$ cat src/rtl/rxc_pkg.sv
package rxc_pkg;

    localparam int FRM_W = 8;
    localparam int CYC_W = 16;

    typedef struct packed {
        logic [FRM_W-1:0] frames;
        logic [CYC_W-1:0] cycles;
    } thr_t;

    typedef enum logic {
        LOAD_IDLE = 1'b0,
        LOAD_BUSY = 1'b1
    } load_e;

    function automatic logic is_immediate(input logic coal_en, input thr_t t);
        return (!coal_en) || (t.frames <= FRM_W'(1)) || (t.cycles == '0);
    endfunction

endpackage

$ cat src/rtl/rxc_load_monitor.sv
module rxc_load_monitor
    import rxc_pkg::*;
#(
    parameter int WIN_CYCLES = 32,
    parameter int HI_MARK    = 12,
    parameter int LO_MARK    = 4
) (
    input  logic  clk,
    input  logic  rst,
    input  logic  rx_frame,
    output load_e load
);
    localparam int WIN_W = (WIN_CYCLES > 1) ? $clog2(WIN_CYCLES) : 1;
    localparam int FC_W  = $clog2(WIN_CYCLES + 1);
    localparam logic [WIN_W-1:0] WIN_LAST = WIN_W'(WIN_CYCLES - 1);
    localparam logic [FC_W-1:0]  HI_L     = FC_W'(HI_MARK);
    localparam logic [FC_W-1:0]  LO_L     = FC_W'(LO_MARK);

    logic [WIN_W-1:0] win_q;
    logic [FC_W-1:0]  cnt_q;
    logic [FC_W-1:0]  total;
    logic             wrap;
    load_e            load_q;

    assign wrap  = (win_q == WIN_LAST);
    assign total = cnt_q + FC_W'(rx_frame);

    always_ff @(posedge clk) begin
        if (rst) begin
            win_q  <= '0;
            cnt_q  <= '0;
            load_q <= LOAD_IDLE;
        end else if (wrap) begin
            win_q <= '0;
            cnt_q <= '0;
            if (total > HI_L)
                load_q <= LOAD_BUSY;
            else if (total < LO_L)
                load_q <= LOAD_IDLE;
        end else begin
            win_q <= win_q + WIN_W'(1);
            cnt_q <= total;
        end
    end

    assign load = load_q;

    // the load decision only moves at the close of a window
    p_busy_enter_r8: assert property (@(posedge clk) disable iff (rst)
        $rose(load_q == LOAD_BUSY) |-> $past(wrap));
    p_busy_leave_r8: assert property (@(posedge clk) disable iff (rst)
        $fell(load_q == LOAD_BUSY) |-> $past(wrap));

endmodule

$ cat src/rtl/rxc_thresh_sel.sv
module rxc_thresh_sel
    import rxc_pkg::*;
(
    input  logic  clk,
    input  logic  rst,
    input  logic  boundary,
    input  logic  adapt_en,
    input  load_e load,
    input  thr_t  idle_thr,
    input  thr_t  busy_thr,
    output thr_t  eff_thr
);
    thr_t act_q;
    thr_t pick;

    always_comb begin
        pick = idle_thr;
        if (adapt_en && (load == LOAD_BUSY))
            pick = busy_thr;
        eff_thr = boundary ? pick : act_q;
    end

    always_ff @(posedge clk) begin
        if (rst)
            act_q <= '0;
        else
            act_q <= eff_thr;
    end

endmodule

$ cat src/rtl/rxc_batch.sv
module rxc_batch
    import rxc_pkg::*;
(
    input  logic clk,
    input  logic rst,
    input  logic rx_frame,
    input  logic irq_ack,
    input  logic coal_en,
    input  thr_t eff_thr,
    output logic boundary,
    output logic irq
);
    localparam logic [FRM_W-1:0] PEND_MAX = '1;
    localparam logic [CYC_W-1:0] TMR_MAX  = '1;

    logic [FRM_W-1:0] pend_q, p0, p1;
    logic [CYC_W-1:0] tmr_q, t0, t_inc;
    logic             irq_q, i0;
    logic             running, count_hit, time_hit, immediate;

    always_comb begin
        boundary  = irq_ack || ((pend_q == '0) && !irq_q);
        p0        = irq_ack ? '0 : pend_q;
        t0        = irq_ack ? '0 : tmr_q;
        i0        = irq_ack ? 1'b0 : irq_q;
        p1        = (rx_frame && (p0 != PEND_MAX)) ? p0 + FRM_W'(1) : p0;
        immediate = is_immediate(coal_en, eff_thr);
        count_hit = (p1 != '0) && (immediate || (p1 >= eff_thr.frames));
        running   = (p0 != '0) && !i0;
        t_inc     = (t0 == TMR_MAX) ? t0 : t0 + CYC_W'(1);
        time_hit  = running && (t_inc >= eff_thr.cycles);
    end

    always_ff @(posedge clk) begin
        if (rst) begin
            pend_q <= '0;
            tmr_q  <= '0;
            irq_q  <= 1'b0;
        end else begin
            pend_q <= p1;
            tmr_q  <= running ? t_inc : '0;
            irq_q  <= i0 | count_hit | time_hit;
        end
    end

    assign irq = irq_q;

    // an acknowledge leaves exactly the frame of its own cycle pending
    p_ack_restart_r5: assert property (@(posedge clk) disable iff (rst)
        irq_ack |=> (pend_q == FRM_W'($past(rx_frame))));

    // no pending frame, no elapsed time
    p_timer_idle_r11: assert property (@(posedge clk) disable iff (rst)
        (pend_q == '0) |-> (tmr_q == '0));

    // an open batch keeps its thresholds until acknowledged
    p_thr_hold_r10: assert property (@(posedge clk) disable iff (rst)
        ((pend_q != '0) && !irq_q && !irq_ack) |=> (irq_ack || $stable(eff_thr)));

endmodule

$ cat src/rtl/rx_irq_coalescer.sv
module rx_irq_coalescer
    import rxc_pkg::*;
#(
    parameter int WIN_CYCLES = 32,
    parameter int HI_MARK    = 12,
    parameter int LO_MARK    = 4
) (
    input  logic             clk,
    input  logic             rst,
    input  logic             rx_frame,
    input  logic             irq_ack,
    input  logic             coal_en,
    input  logic             adapt_en,
    input  logic [FRM_W-1:0] idle_frames,
    input  logic [CYC_W-1:0] idle_cycles,
    input  logic [FRM_W-1:0] busy_frames,
    input  logic [CYC_W-1:0] busy_cycles,
    output logic             irq
);
    load_e load;
    thr_t  idle_thr, busy_thr, eff_thr;
    logic  boundary;

    assign idle_thr = '{frames: idle_frames, cycles: idle_cycles};
    assign busy_thr = '{frames: busy_frames, cycles: busy_cycles};

    rxc_load_monitor #(
        .WIN_CYCLES (WIN_CYCLES),
        .HI_MARK    (HI_MARK),
        .LO_MARK    (LO_MARK)
    ) u_load (
        .clk      (clk),
        .rst      (rst),
        .rx_frame (rx_frame),
        .load     (load)
    );

    rxc_thresh_sel u_sel (
        .clk      (clk),
        .rst      (rst),
        .boundary (boundary),
        .adapt_en (adapt_en),
        .load     (load),
        .idle_thr (idle_thr),
        .busy_thr (busy_thr),
        .eff_thr  (eff_thr)
    );

    rxc_batch u_batch (
        .clk      (clk),
        .rst      (rst),
        .rx_frame (rx_frame),
        .irq_ack  (irq_ack),
        .coal_en  (coal_en),
        .eff_thr  (eff_thr),
        .boundary (boundary),
        .irq      (irq)
    );

    // the request is held until software acknowledges it
    p_irq_hold_r4: assert property (@(posedge clk) disable iff (rst)
        (irq && !irq_ack) |=> irq);

    // with coalescing off a frame is signalled at once
    p_immediate_r6: assert property (@(posedge clk) disable iff (rst)
        (!coal_en && rx_frame) |=> irq);

endmodule

$ cat config.mk
export PLATFORM = sky130hd
export DESIGN_NAME = rx_irq_coalescer
export DESIGN_NICKNAME = d
export VERILOG_FILES = /design/src/rtl/rxc_pkg.sv /design/src/rtl/rxc_load_monitor.sv /design/src/rtl/rxc_thresh_sel.sv /design/src/rtl/rxc_batch.sv /design/src/rtl/rx_irq_coalescer.sv
export SDC_FILE = /design/constraint.sdc
export NUM_CORES = 1
export LEC_CHECK = 0
export ABC_AREA = 0
export BUFFER_PORTS_ARGS = -buffer_cell sky130_fd_sc_hd__buf_2
export CORE_UTILIZATION = 30
export CTS_BUF_LIST = sky130_fd_sc_hd__clkbuf_4
export DETAILED_ROUTE_END_ITERATION = 10
export GPL_TIMING_DRIVEN = 0
export PLACE_DENSITY_LB_ADDON = 0.15
export SETUP_SLACK_MARGIN = 0.5
export SLEW_MARGIN = 30
export SYNTH_ARGS = -nofsm -noshare
export SYNTH_HDL_FRONTEND = slang
export SYNTH_SLANG_ARGS = --single-unit
$ cat constraint.sdc
create_clock -name clk -period 4.2 [get_ports clk]
set_clock_uncertainty 0.2 [all_clocks]
set_input_delay 0.42 -clock clk [delete_from_list [all_inputs] [get_ports clk]]
set_output_delay 0.42 -clock clk [all_outputs]
set_load 0.01 [all_outputs]
=== Yosys cells after proc, flatten, opt, wreduce, memory -nomap -nowiden ===
Index checks and enable logic that the tools add are counted.

* Memory bits (read-only): 0
* Output and inout port bits: 1
* Bits in writable memories: 0
* Memories: 0
* Flip-flop bits (word level): 61
* Bits of input ports: 54
* Word-level logic and storage cells: 53
* Bits in latches: 0

* Magnitude comparators: 5
* Shift-type cells: 0
* Bitwise logic cells: 3
* $add $sub $neg: 4
* Reduce and logical (&&, ||, !) cells: 21
* Equal/unequal tests: 3
* Div/mod/pow operators: 0
* Muxes and demuxes: 9
* $mul: 0

{| class="wikitable"
|+ Operator list
! operator !! number
|-
| $mux W24 || 2
|-
| $mux W16 || 2
|-
| $add A16 B1 Y16 const B || 1
|-
| $eq A16 B16 Y1 const B || 1
|-
| $ge A16 B16 Y1 || 1
|-
| $logic_not A16 Y1 || 1
|-
| $mux W8 || 2
|-
| $reduce_bool A8 Y1 || 2
|-
| $add A8 B1 Y8 const B || 1
|-
| $ge A8 B8 Y1 || 1
|-
| $le A8 B1 Y1 const B || 1
|-
| $logic_not A8 Y1 || 1
|-
| $ne A8 B8 Y1 const B || 1
|-
| $add A6 B1 Y6 || 1
|-
| $gt A6 B4 Y1 const B || 1
|-
| $logic_and A1 B1 Y1 || 6
|-
| $lt A6 B3 Y1 const B || 1
|-
| $add A5 B1 Y5 const B || 1
|-
| $eq A5 B5 Y1 const B || 1
|-
| $logic_or A1 B1 Y1 || 4
|-
| $reduce_or A2 Y1 || 2
|-
| $logic_not A1 Y1 || 3
|-
| $mux W1 || 3
|-
| $or A1 B1 Y1 || 2
|-
| 3 further kinds || 3
|}

=== Depth between registers and ports, before layout ===
Gate-level depths: netlist of the first run.

* Depth after elaboration: 11
* Depth in mapped cells: 18
* Depth with buffers taken out: 15

=== Hierarchy ===
From an unflattened synthesis of the first run, not the netlist that was laid out.

* Cell total of the unflattened synthesis: 498
* Area, all modules: 4,270.3 um^2

{| class="wikitable"
|+ By module, submodules not included
! module !! area each (um^2) !! sequential area each (um^2) !! cells each !! instances
|-
| rxc_batch || 2,107.0 || 500.5 || 275 || 1
|-
| rxc_thresh_sel || 1,594.0 || 480.5 || 164 || 1
|-
| rxc_load_monitor || 569.3 || 240.2 || 59 || 1
|}

=== Worst setup path before layout of the first run ===
OpenSTA, ideal clock, no wires.

* Path kind: input port to flip-flop
* Start: input irq_ack
* End: register u_batch.irq_q (netlist: u_batch.irq)
* Arrival: 3.327 ns
* Buffers on the path: 3
* Stages on the path: 17
* Setup slack: 0.541 ns
* Cells stage by stage: buf_4 > clkbuf_1 > clkbuf_1 > nor2b_1 > ha_1 > nand2_1 > nor2_1 > a311oi_4 > nand2_1 > xnor2_1 > ha_1 > a2111oi_0 > nand2_1 > a21oi_1 > o21ai_0 > a21oi_1 > o32ai_1

* Elaborated cells on any way between the ends: 27
* Those cells by class: add/sub (2); order compare (3); eq/ne (2); mux (6); bitwise (2); reduce/logical (12)

{| class="wikitable"
|+ RTL lines
! item !! line !! text
|-
| from (decl) || rx_irq_coalescer.sv:11 || <nowiki>input logic irq_ack,</nowiki>
|-
| $mux W16 (*) || rxc_batch.sv:24 || <nowiki>t0 = irq_ack ? '0 : tmr_q;</nowiki>
|-
| $add A16 B1 Y16 / $eq A16 B16 Y1 (equally long branches) || rxc_batch.sv:30 || <nowiki>t_inc = (t0 == TMR_MAX) ? t0 : t0 + CYC_W'(1);</nowiki>
|-
| $mux W16 (*) || rxc_batch.sv:30 ||
|-
| named net u_batch.t_inc[5] || rxc_batch.sv:17 || <nowiki>logic [CYC_W-1:0] tmr_q, t0, t_inc;</nowiki>
|-
| $ge A16 B16 Y1 (*) || rxc_batch.sv:31 || <nowiki>time_hit = running && (t_inc >= eff_thr.cycles);</nowiki>
|-
| $logic_and A1 B1 Y1 (*) || rxc_batch.sv:31 ||
|-
| $or A1 B1 Y1 (*) || rxc_batch.sv:42 || <nowiki>irq_q <= i0 | count_hit | time_hit;</nowiki>
|-
| to (signal assigned) || rxc_batch.sv:42 ||
|-
| to (decl) || rxc_batch.sv:18 || <nowiki>logic irq_q, i0;</nowiki>
|}

The timed path passes the listed nets; every way through them passes the cells marked *.
A chain may end at the register's enable or synchronous reset.

==> metrics.md, run 1 <==
| Metric | Value |
|---|---|
| Buf/Inv on CP | `1` |
| Reg2reg setup slack | `roughly 0.74 ns` |
| Final ANT Viol Nets | `0` |
| Num CTS Buffers | `9` |
| Routed wire per std cell | `14.5 um` |
| Cell row count | `39` |
| Final Wtd Congestion | `0.866` |
| Rel. slew slack | `64.5%` |
| Critical path class | `reg2reg` |
| Distinct cell type count after synthesis | `49` |
| Worst-path clk slew | `0.10 ns` |
| Die height | `approximately 110 um` |
| DRC Markers | `2` |
| CP Launch Type | `register` |
| Netlist Area Pre-Place | `0.00365 mm2` |
| Die area | `0.0126 mm2` |
| Hold path start | `rx_frame` |
| Synth Net Count | `roughly 550` |
| Die width | `112 um` |
| DR pass1 iterations | `7` |
| Max clock buf depth | `2` |
| Crit-path slowest cell | `dfxtp_1` |
| Syn. warnings | `0` |
| Req. time, crit path | `4.28 ns` |
| DR vias/cell | `5.15` |
| Post-synth EDFFs | `0` |
| Critical path endpoint category | `register` |
| Post-Syn Instances | `470` |
| Worst Reg2Reg Path Length in Cells | `12` |
| CTS tree | `built` |
| Global-route wire length before repair | `16.6 mm` |
| Final hold vios | `0` |
| Root buffer cell | `clkbuf_4` |
| Predominant post-synthesis flop cell | `dfxtp_1` |
| Final setup fails | `0` |
| Syn Area/Cell | `roughly 7.8 um2` |
| Initial antenna violation count | `1` |
| Critical Path Max Stage Delay | `0.49 ns` |
| Largest net degree at the start of global routing | `11` |
| Post-DP HPWL | `a little over 8 mm` |
| Failing checks | `DRC` |
| Worst Hold Endpoint | `u_load.cnt_q[0]$_SDFF_PP0_` |
| Post-Route Utilization | `37.3%` |
| Port buffer count | `54` |
| Max-cap violations | `0` |
| Hold-critical path depth | `3` |
| Leakage power | `1.81 nW` |
| Most used cell, CP | `o21ai_0` |
| Crit-path leading delay family | `compound AO/OA/AOI/OAI gates` |
| Clk_lat worst skew | `approximately 0.41 ns` |
| Worst-margin pin slew | `0.529 ns` |
| Clk sinks | `61` |
| Iteration-0 DRC Markers | `257` |
| Total track usage | `16.8%` |
| Reg2Reg Launch Point | `u_batch.pend_q[0]$_SDFF_PP0_` |
| Max VDD drop | `about 160 uV` |
| Initial Util | `31.4%` |
| Final nets | `621` |
| Worst reg2reg path endpoint | `u_batch.irq$_SDFF_PP0_` |
| Vias | `about 3500` |
| Max H-tree Level | `3` |
| Placement Cell Area | `between 0.004 and 0.005 mm2` |
| Ys async rst share | `0%` |
| Area delta synth->final | `18.6%` |
| Status | `complete, but fails checks` |
| Vias in the first global route | `3498` |
| Sequential share of the synthesized area | `33.5%` |
| Fraction of layout cells with a size suffix above 1 | `16.8%` |
| Final-report max-slew violation count | `0` |
| Critical path, cell by cell | `nor3_1, and3_1, a21oi_1, buf_2, o21ai_0, ha_1, nand2b_1, a2111o_1, a31oi_1, o21ai_0, a221oi_1, o32ai_1` |
| CP arrival | `3.54 ns` |
| CTS Hold Bufs | `0` |
| Flops & latches, synth | `61` |
| Place WS | `-0.394 ns` |
| RSZ-0062 raised after global routing | `false` |
| Worst Path Max Fanout | `10` |
| Tmin final | `3.46 ns` |
| PwrDens | `294 mW/mm2` |
| Fin crit share | `82.3%` |
| Worst Slack Setup Final | `0.742 ns` |
| Core area | `0.0116 mm2` |
| Final instance area | `0.00433 mm2` |
| WL final | `9.96 mm` |
| Power Total | `1.27 mW` |
| Gr ovfl total | `0` |
| Hold WC Path Type | `in2reg` |
| IO Pins | `55` |
| F_max | `289 MHz` |
==> registers in the layout, indices dropped and copies added (netlist names) <==
signal          flops
u_batch.irq         1
u_batch.pend_q      8
u_batch.tmr_q      16
u_load.cnt_q        6
u_load.load         1
u_load.win_q        5
u_sel.act_q        24
==> cells by family after synthesis <==
kind of cell | Yosys count | synth area share, %
and+or+nand+nor | 230 | 31.3
AOI/OAI and AO/OA | 93 | 15.3
DFF | 61 | 33.5
buffers and inverters | 30 | 3.22
adders and majority gates | 30 | 10.2
xor gates and xnor gates | 20 | 4.80
muxes | 6 | 1.68
==> cells in the mapped netlist (2+ instances only) <==
cell      instances  area share, %
o21ai_0          10            1.4
mux2i_1           5            1.4
nand2_1          47            4.8
nand3_1          36            4.9
and2_1            5           0.86
and3_1            7            1.2
and4b_1           2           0.55
clkbuf_1         23            2.4
a31oi_1           7            1.2
ha_1             29            9.9
dfxtp_1          61             33
a21oi_1          59            8.1
xor2_1            9            2.2
nor2_1           67            6.9
xnor2_1          11            2.6
inv_1             5           0.51
nor2b_1          12            2.1
nor4_1           17            2.9
nand4_1           7            1.2
o21a_1            2           0.41
a211oi_1          2           0.41
nand2b_1          8            1.4
nor3_1           13            1.8
==> through the flow <==
stage | setup TNS [ns] | hold slack [ns] | instances
floorplan | 0 | 0.218 | 470
global placement | -0.315 | 0.231 | 667
detailed placement | -0.394 | 0.240 | 667
CTS | 0 | 0.168 | 684
global route | 0 | 0.191 | 686
finish | 0 | 0.188 | 686
==> metal layers <==
metal / wire, um / GRT usage [%] / share of wire, % / vias up
li1: - / - / - / 1809
met1: 4560 / 20.6 / 46 / 1659
met2: 4950 / 29.4 / 50 / 60
met3: 335 / 3.73 / 3.4 / 8
met4: 119 / 4.80 / 1.2 / 0
met5: 0 / 0 / 0 / -
==> power breakdown <==
part	total (mW)	internal, mW	leakage [nW]	switching (mW)
logic	0.193	0.0777	1.23	0.116
registers	0.619	0.604	0.499	0.0155
clock network	0.460	0.242	0.0799	0.217
total	1.27	0.924	1.81	0.349
==> cells in the final DEF (no fill, tap or decap), types with 4 or more instances in the layout <==
cell type / synthesis / routed
nand4_1: 7 / 7
a21oi_1: 59 / 59
xor2_1: 9 / 7
and2_1: 5 / 5
nand2_1: 47 / 47
nor2b_1: 12 / 12
inv_1: 5 / 5
nand3_1: 36 / 36
mux2i_1: 5 / 5
ha_1: 29 / 29
o21ai_0: 10 / 9
nand2b_1: 8 / 8
and3_1: 7 / 7
nor4_1: 17 / 17
buf_2: 1 / 55
dfxtp_1: 61 / 61
nor2_1: 67 / 66
clkbuf_1: 23 / 19
buf_6: 0 / 4
nor3_1: 13 / 12
a31oi_1: 7 / 7
clkbuf_4: 0 / 10
xnor2_1: 11 / 11
==> tightest hold or removal path, cell delays in order <==
cell    delay, ns
buf_2        0.10
ha_1         0.14
and2_1       0.11
==> area by class of cell <==
| type | count | area (um2) |
|---|---|---|
| multi-input combinational | 379 | 2340 |
| timing repair buffer | 57 | 297 |
| tap | 143 | 179 |
| inverter | 5 | 18.8 |
| clock inverter | 5 | 76.3 |
| buffer | 25 | 120 |
| clock buffer | 10 | 75.1 |
| fill | 1246 | 7280 |
| antenna | 1 | 2.50 |
| sequential | 61 | 1220 |
==> worst max path at each step <==
stage	start	end	slack, ns	cells past startpoint
floorplan	irq_ack	u_batch.irq$_SDFF_PP0_	0.54	17
global placement	irq_ack	u_batch.irq$_SDFF_PP0_	-0.32	19
detailed placement	irq_ack	u_batch.irq$_SDFF_PP0_	-0.39	19
CTS	irq_ack	u_batch.irq$_SDFF_PP0_	0.56	20
global route	irq_ack	u_batch.irq$_SDFF_PP0_	0.50	20
finish	u_batch.pend_q[0]$_SDFF_PP0_	u_batch.irq$_SDFF_PP0_	0.74	12
==> repair_timing <==
action	in CTS	in global routing
gates resized for setup	4	17
endpoints found under the hold margin	0	0
buffers inserted	2	1
setup endpoints to repair	1	1
cloned	0	0
pin swaps	1	3
No activity file was read; power rests on OpenSTA's default activity.
==> run 2: changes to the inputs <==
ABC_AREA = 1   (was 0)
clock period = 3.15 ns   (was 4.2 ns; I/O delays follow)
==> run 2 against run 1 <==
Net effect:
- the flow now finishes without violations
- clock-buffer cell count decreased by 1
- sequential cell count unchanged
- non-clock buffer count is 11 higher
- area after synthesis up 11%
- largest cell class unchanged
==> metrics.md, run 2 <==
| Metric | Value |
|---|---|
| Max clock buf depth | `2` |
| Final instance area | `0.00504 mm2` |
| Clk_lat worst skew | `0.43 ns` |
| Flops & latches, synth | `61` |
| Routed wire per std cell | `around 12 um` |
| Switching share of power | `33.9%` |
| Most used cell, CP | `a21oi_2` |
| DRC Markers | `0` |
| Top-count cell post-synth | `nand2_1` |
| Vias | `3919` |
| CP arrival | `3.10 ns` |
| Core area | `0.0132 mm2` |
| Gr ovfl total | `0` |
| Final-report max-slew violation count | `0` |
| Max reg flops | `24` |
| CTS tree | `built` |
| Syn Area/Cell | `6.50 um2` |
| Clk sinks | `roughly 60` |
| Reg with most FFs | `u_sel.act_q` |
| F_max | `334 MHz` |
| Setup Total Neg Slack | `0 ns` |
| Post-Layout Cell Count | `about 890` |
| Ys async rst share | `0%` |
| Synth Net Count | `708` |
| Clock power frac | `30.4%` |
| Final ANT Viol Nets | `0` |
| Distinct cell type count after synthesis | `39` |
| Critical path class | `reg2reg` |
| Max VDD drop | `118 uV` |
| Critical Path Max Stage Delay | `0.36 ns` |
| Placement Cell Area | `0.00456 mm2` |
| Post-Route Utilization | `38.1%` |
| Die width | `118 um` |
| Ranking of synthesized cells by area | `dfxtp_1 (30%), nand2_1 (16%), nor2_1 (9.1%)` |
| Die height | `118 um` |
| NetSw | `0.563 mW` |
| Max-cap violations | `0` |
| Post-DP HPWL | `around 8.4 mm` |
| Most frequent cells in the layout | `nand2_1 (168), nor2_1 (91), inv_1 (78)` |
| Hold WC Path Type | `in2reg` |
| Worst Slack Setup Final | `0.155 ns` |
| PwrDens | `329 mW/mm2` |
| Post-Syn Instances | `about 630` |
| Worst Path Max Fanout | `10` |
| Worst-path clk slew | `0.13 ns` |
| Initial Util | `30.7%` |
| WL final | `between 10 and 15 mm` |
| Worst-margin pin slew | `about 0.65 ns` |
| Port buffer count | `52` |
| Sequential share of the synthesized area | `30.1%` |
| Cell row count | `42` |
| CTS Hold Bufs | `0` |
| Combinational share of power | `20.3%` |
| Post-synth EDFFs | `0` |
| Iteration-0 DRC Markers | `roughly 160` |
| Netlist Area Pre-Place | `0.00406 mm2` |
| Leakage power | `2.52 nW` |
| Synth cell count leaders | `nand2_1 (169), nor2_1 (98), inv_1 (81)` |
| Critical path, cell by cell | `inv_4, nor2_4, ha_4, nand4_1, buf_6, nor2_4, inv_1, nor3_2, inv_2, buf_6, nand2_1, ha_1, nand2_1, o21ai_1, a21oi_2, nand3_2, a21oi_2, a21oi_2` |
| Largest net degree at the start of global routing | `13` |
| Predominant post-synthesis flop cell | `dfxtp_1` |
| Final Wtd Congestion | `roughly 0.87` |
| Req. time, crit path | `3.26 ns` |
| CP Launch Type | `register` |
| Total track usage | `16.4%` |
| Final nets | `~790` |
| Top Registers | `u_sel.act_q x24, u_batch.tmr_q x16, u_batch.pend_q x8` |
| Flop pwr share | `49.2%` |
| Die area | `0.0140 mm2` |
| Commonest non-fill, non-tap cell in the layout | `nand2_1` |
| Initial antenna violation count | `1` |
| Post-synth top area cell | `dfxtp_1` |
| Crit-path slowest cell | `dfxtp_2` |
| Place WS | `-0.432 ns` |
| Max H-tree Level | `3` |
| DR pass1 iterations | `4` |
| Status | `completed` |
| DR vias/cell | `4.41` |
| Final hold vios | `0` |
| Vias in the first global route | `about 4000` |
| Syn. warnings | `0` |
| Reg2reg setup slack | `0.16 ns` |
| Num CTS Buffers | `9` |
| Rel. slew slack | `a little under three fifths` |
| IO Pins | `55` |
| Post-synth top area share | `30.1%` |
| Final setup fails | `0` |
| Area delta synth->final | `24.2%` |
| Cell count after placement | `roughly 850` |
| Critical path endpoint category | `register` |
| Tmin final | `2.99 ns` |
| RSZ-0062 raised after global routing | `true` |
| Fraction of layout cells with a size suffix above 1 | `22.4%` |
| Root buffer cell | `clkbuf_4` |
| Global-route wire length before repair | `18.4 mm` |
| Internal Power | `1.10 mW` |
| Fin crit share | `between 90% and 100%` |
-- run 2: cell types whose count changed after synthesis, moves of 11 or more --
cell / before / now
inv_1: 5 / 81
nand2_1: 47 / 169
nor2_1: 67 / 98
nor4_1: 17 / 0
nor2b_1: 12 / 0
a21oi_1: 59 / 28
nand3_1: 36 / 49
clkbuf_1: 23 / 12
-- run 2: worst max-delay path: cells and delay by family (launching register included) --
kind,cells,cell delay (ns)
adder cells (fa/ha/maj),2,0.38
flip-flops,1,0.36
AO/OA/AOI/OAI,4,0.51
buffers and inverters,5,0.52
AND/OR/NAND/NOR,7,0.90
-- run 2: repair_timing --
action,4_1_cts,5_1_grt
pin swaps,19,13
buffers inserted,13,4
setup endpoints to repair,1,1
resized for setup,34,18
-- run 2: kinds of logic after synthesis --
logic type,after synthesis,share of synthesized area (%)
flops,61,30.1
fa+ha+maj,29,8.94
xor+xnor,19,4.65
simple gates,358,38.3
buf+inv,108,11.5
compound gates,50,6.53
-- run 2: worst paths after layout --
check                                                  from                    endpoint  cells after the start
worst max-delay path            u_batch.tmr_q[0]$_SDFF_PP0_      u_batch.irq$_SDFF_PP0_                     18
worst min-delay path                         idle_cycles[0]   u_sel.act_q[0]$_SDFF_PP0_                      5
worst max register to register  u_batch.tmr_q[0]$_SDFF_PP0_      u_batch.irq$_SDFF_PP0_                     18
worst min register to register   u_load.win_q[0]$_SDFF_PP0_  u_load.win_q[0]$_SDFF_PP0_                      1
-- run 2: layer usage --
| metal | GRT usage, % | routed length, um | up-vias |
|---|---|---|---|
| li1 | - | - | 2107 |
| met1 | 20.5 | 5470 | 1719 |
| met2 | 27.8 | 4870 | 80 |
| met3 | 3.57 | 482 | 13 |
| met4 | 5.61 | 163 | 0 |
| met5 | 0 | 0 | - |
-- run 2: power groups by stage --
| stage | combinational, mW | clock, mW | sequential [mW] |
|---|---|---|---|
| global placement | 0.312 | 0 | 0.833 |
| CTS | 0.334 | 0.522 | 0.817 |
| global route | 0.387 | 0.554 | 0.821 |
| floorplan | 0.216 | 0 | 0.832 |
| finish | 0.338 | 0.505 | 0.817 |
| detailed placement | 0.318 | 0 | 0.834 |
-- run 2: metrics by stage --
stage               hold WS, ns  power, mW
finish                   0.0809       1.66
CTS                      0.0509       1.67
global route             0.0683       1.76
global placement          0.228       1.15
floorplan                 0.218       1.05
detailed placement        0.235       1.15
-- run 2: layout make-up --
| class | instances | area [um2] |
|---|---|---|
| diodes | 2 | 5.00 |
| plain buffers | 24 | 155 |
| clock buffers | 9 | 67.6 |
| clock inverters | 7 | 51.3 |
| fillers | 1457 | 8200 |
| inverters | 84 | 325 |
| multi-input cells | 456 | 2600 |
| flip-flops and latches | 61 | 1220 |
| well taps | 176 | 220 |
| repair buffers | 69 | 395 |
==> run 3: changes to the inputs <==
ABC_AREA = default   (was 1)
==> run 3 against run 2 <==
Net effect:
- the run now ends with DRC left
- critical path depth up 2
- sequential cell count unchanged
- cell count fell by 22%
- clock power down 5.7%
- non-clock buffer count decreased by 4
==> metrics.md, run 3 (synthesis results as in run 1) <==
| Metric | Value |
|---|---|
| Status | `complete, but fails checks` |
| Failing checks | `DRC` |
| Most frequent cells in the layout | `nor2_1 (65), a21oi_1 (58), dfxtp_1 (58)` |
| Post-DP HPWL | `7.93 mm` |
| Crit-path slowest cell | `a311oi_4` |
| DR pass1 iterations | `8` |
| Worst Path Max Fanout | `10` |
| Tmin final | `about 3.1 ns` |
| Core area | `between 0.01 and 0.015 mm2` |
| Critical path class | `in2reg` |
| Fraction of layout cells with a size suffix above 1 | `between 20% and 30%` |
| Commonest non-fill, non-tap cell in the layout | `nor2_1` |
| Max-cap violations | `0` |
| Max H-tree Level | `3` |
| Final-report max-slew violation count | `0` |
| Max clock buf depth | `2` |
| Final setup fails | `0` |
| Initial Util | `approximately a third` |
| Reg with most FFs | `u_sel.act_q` |
| Max reg flops | `24` |
| Root buffer cell | `clkbuf_4` |
| Req. time, crit path | `3.24 ns` |
| WL final | `10.1 mm` |
| Area delta synth->final | `22.0%` |
| Combinational share of power | `17.3%` |
| Port buffer count | `54` |
| Gr ovfl total | `0` |
| Flop pwr share | `52.4%` |
| Hold_ws | `between 0.07 and 0.08 ns` |
| Iteration-0 DRC Markers | `264` |
| Vias in the first global route | `between 3000 and 4000` |
| Initial antenna violation count | `1` |
| Die width | `between 100 and 150 um` |
| Fin crit share | `97.9%` |
| Total track usage | `roughly 17%` |
| PwrDens | `353 mW/mm2` |
| Place WS | `-0.618 ns` |
| Hold-critical path depth | `3` |
| Routed wire per std cell | `14.6 um` |
| DR vias/cell | `5.16` |
| Met1 Use GR | `between 20% and 30%` |
| Worst reg2reg path endpoint | `u_batch.irq$_SDFF_PP0_` |
| Vias | `3580` |
| Clock power frac | `a little under a third` |
| Internal Power | `1.09 mW` |
| Clk sinks | `61` |
| CP arrival | `3.18 ns` |
| IO Pins | `55` |
| Leakage power | `1.87 nW` |
| Global-route wire length before repair | `16.8 mm` |
| Critical path, cell by cell | `buf_2, buf_8, clkbuf_16, clkbuf_8, nor2b_4, ha_4, nand2_4, nor2_4, a311oi_4, buf_6, nand4_1, xor2_1, nor2_1, ha_2, a2111oi_2, nand2_1, a21oi_1, o21ai_1, a21oi_1, o32ai_1` |
| Clk_lat worst skew | `0.42 ns` |
| Final ANT Viol Nets | `0` |
| Top Registers | `u_sel.act_q x24, u_batch.tmr_q x16, u_batch.pend_q x8` |
| Cell row count | `39` |
| Met3 Use GR | `approximately 3.5%` |
| Switching share of power | `between 30% and 40%` |
| Num CTS Buffers | `9` |
| CP Launch Type | `input port` |
| CTS Hold Bufs | `0` |
| Most used cell, CP | `a21oi_1` |
| RSZ-0062 raised after global routing | `true` |
| DRC Markers | `2` |
| Worst-margin pin slew | `0.521 ns` |
| Power Total | `between 1.5 and 2 mW` |
| Largest net degree at the start of global routing | `12` |
| Rel. slew slack | `65.3%` |
| Hold WC Path Type | `in2reg` |
| Final Wtd Congestion | `0.802` |
| Worst Hold Endpoint | `u_load.cnt_q[0]$_SDFF_PP0_` |
| F_max | `between 300 and 400 MHz` |
| Hold path start | `rx_frame` |
| NetSw | `0.488 mW` |
| Busiest layer in global routing | `met2` |
| Met2 usage | `29.2%` |
| CTS tree | `built` |
| Die height | `112 um` |
| Max VDD drop | `206 uV` |
| Critical path endpoint category | `register` |
| Critical Path Max Stage Delay | `0.36 ns` |
| Worst Slack Setup Final | `0.0646 ns` |
| Die area | `0.0126 mm2` |
| Final nets | `~630` |
| Reg2reg setup slack | `0.07 ns` |
| Reg2Reg Launch Point | `u_batch.pend_q[5]$_SDFF_PP0_` |
| Worst-path clk slew | `0.12 ns` |
| Final hold vios | `0` |
| Worst Reg2Reg Path Length in Cells | `10` |
-- run 3: through the flow --
stage / utilization (%) / instance area [um2] / setup TNS [ns] / cells
global placement: 35.7 / 4140 / -0.581 / 667
finish: 38.4 / 4450 / 0 / 694
detailed placement: 35.7 / 4140 / -0.618 / 667
global route: 38.4 / 4450 / -0.210 / 694
floorplan: - / 3690 / 0 / 470
CTS: 37.7 / 4380 / 0 / 689
-- run 3: critical path, delay by kind of cell --
kind                       cells  cell delay (ns)
AOI/OAI and AO/OA              6             1.16
xor gates and xnor gates       1             0.20
adders and majority gates      2             0.37
buffers and inverters          5             0.70
and+or+nand+nor                6             0.43
-- run 3: timing repair --
action	4_1_cts	5_1_grt
buffers inserted	6	4
gates resized for setup	21	11
setup endpoints to repair	1	1
pin swaps	7	10
-- run 3: cell type report --
class	instances	area (um2)
inverters	5	18.8
flip-flops and latches	61	1220
clock inverters	6	40.0
fillers	1237	7160
multi-input cells	379	2420
well taps	143	179
plain buffers	25	148
repair buffers	64	349
diodes	1	2.50
clock buffers	10	75.1
-- run 3: how the worst max path moves through the flow --
stage,to,startpoint,cells past startpoint,slack (ns)
after floorplan,u_batch.irq$_SDFF_PP0_,irq_ack,18,0.04
after global placement,u_batch.irq$_SDFF_PP0_,irq_ack,19,-0.58
after detailed placement,u_batch.irq$_SDFF_PP0_,irq_ack,19,-0.62
after CTS,u_batch.irq$_SDFF_PP0_,u_batch.tmr_q[0]$_SDFF_PP0_,16,0.05
after global routing,u_batch.irq$_SDFF_PP0_,u_batch.tmr_q[1]$_SDFF_PP0_,16,-0.21
final,u_batch.irq$_SDFF_PP0_,irq_ack,20,0.06
-- run 3: layer usage --
metal	routed length [um]	vias up	part of all wire, %
li1	-	1830	-
met3	364	9	3.6
met2	5030	66	50
met1	4590	1675	45
met4	121	0	1.2
met5	0	-	0
-- run 3: power by group through the flow --
stage          Sequential [mW]  Clock, mW  Combinational [mW]
2_1_floorplan            0.838          0               0.162
3_3_place_gp             0.842          0               0.255
3_5_place_dp             0.843          0               0.260
4_1_cts                  0.825      0.500               0.273
5_1_grt                  0.831      0.526               0.313
6_report                 0.825      0.476               0.273
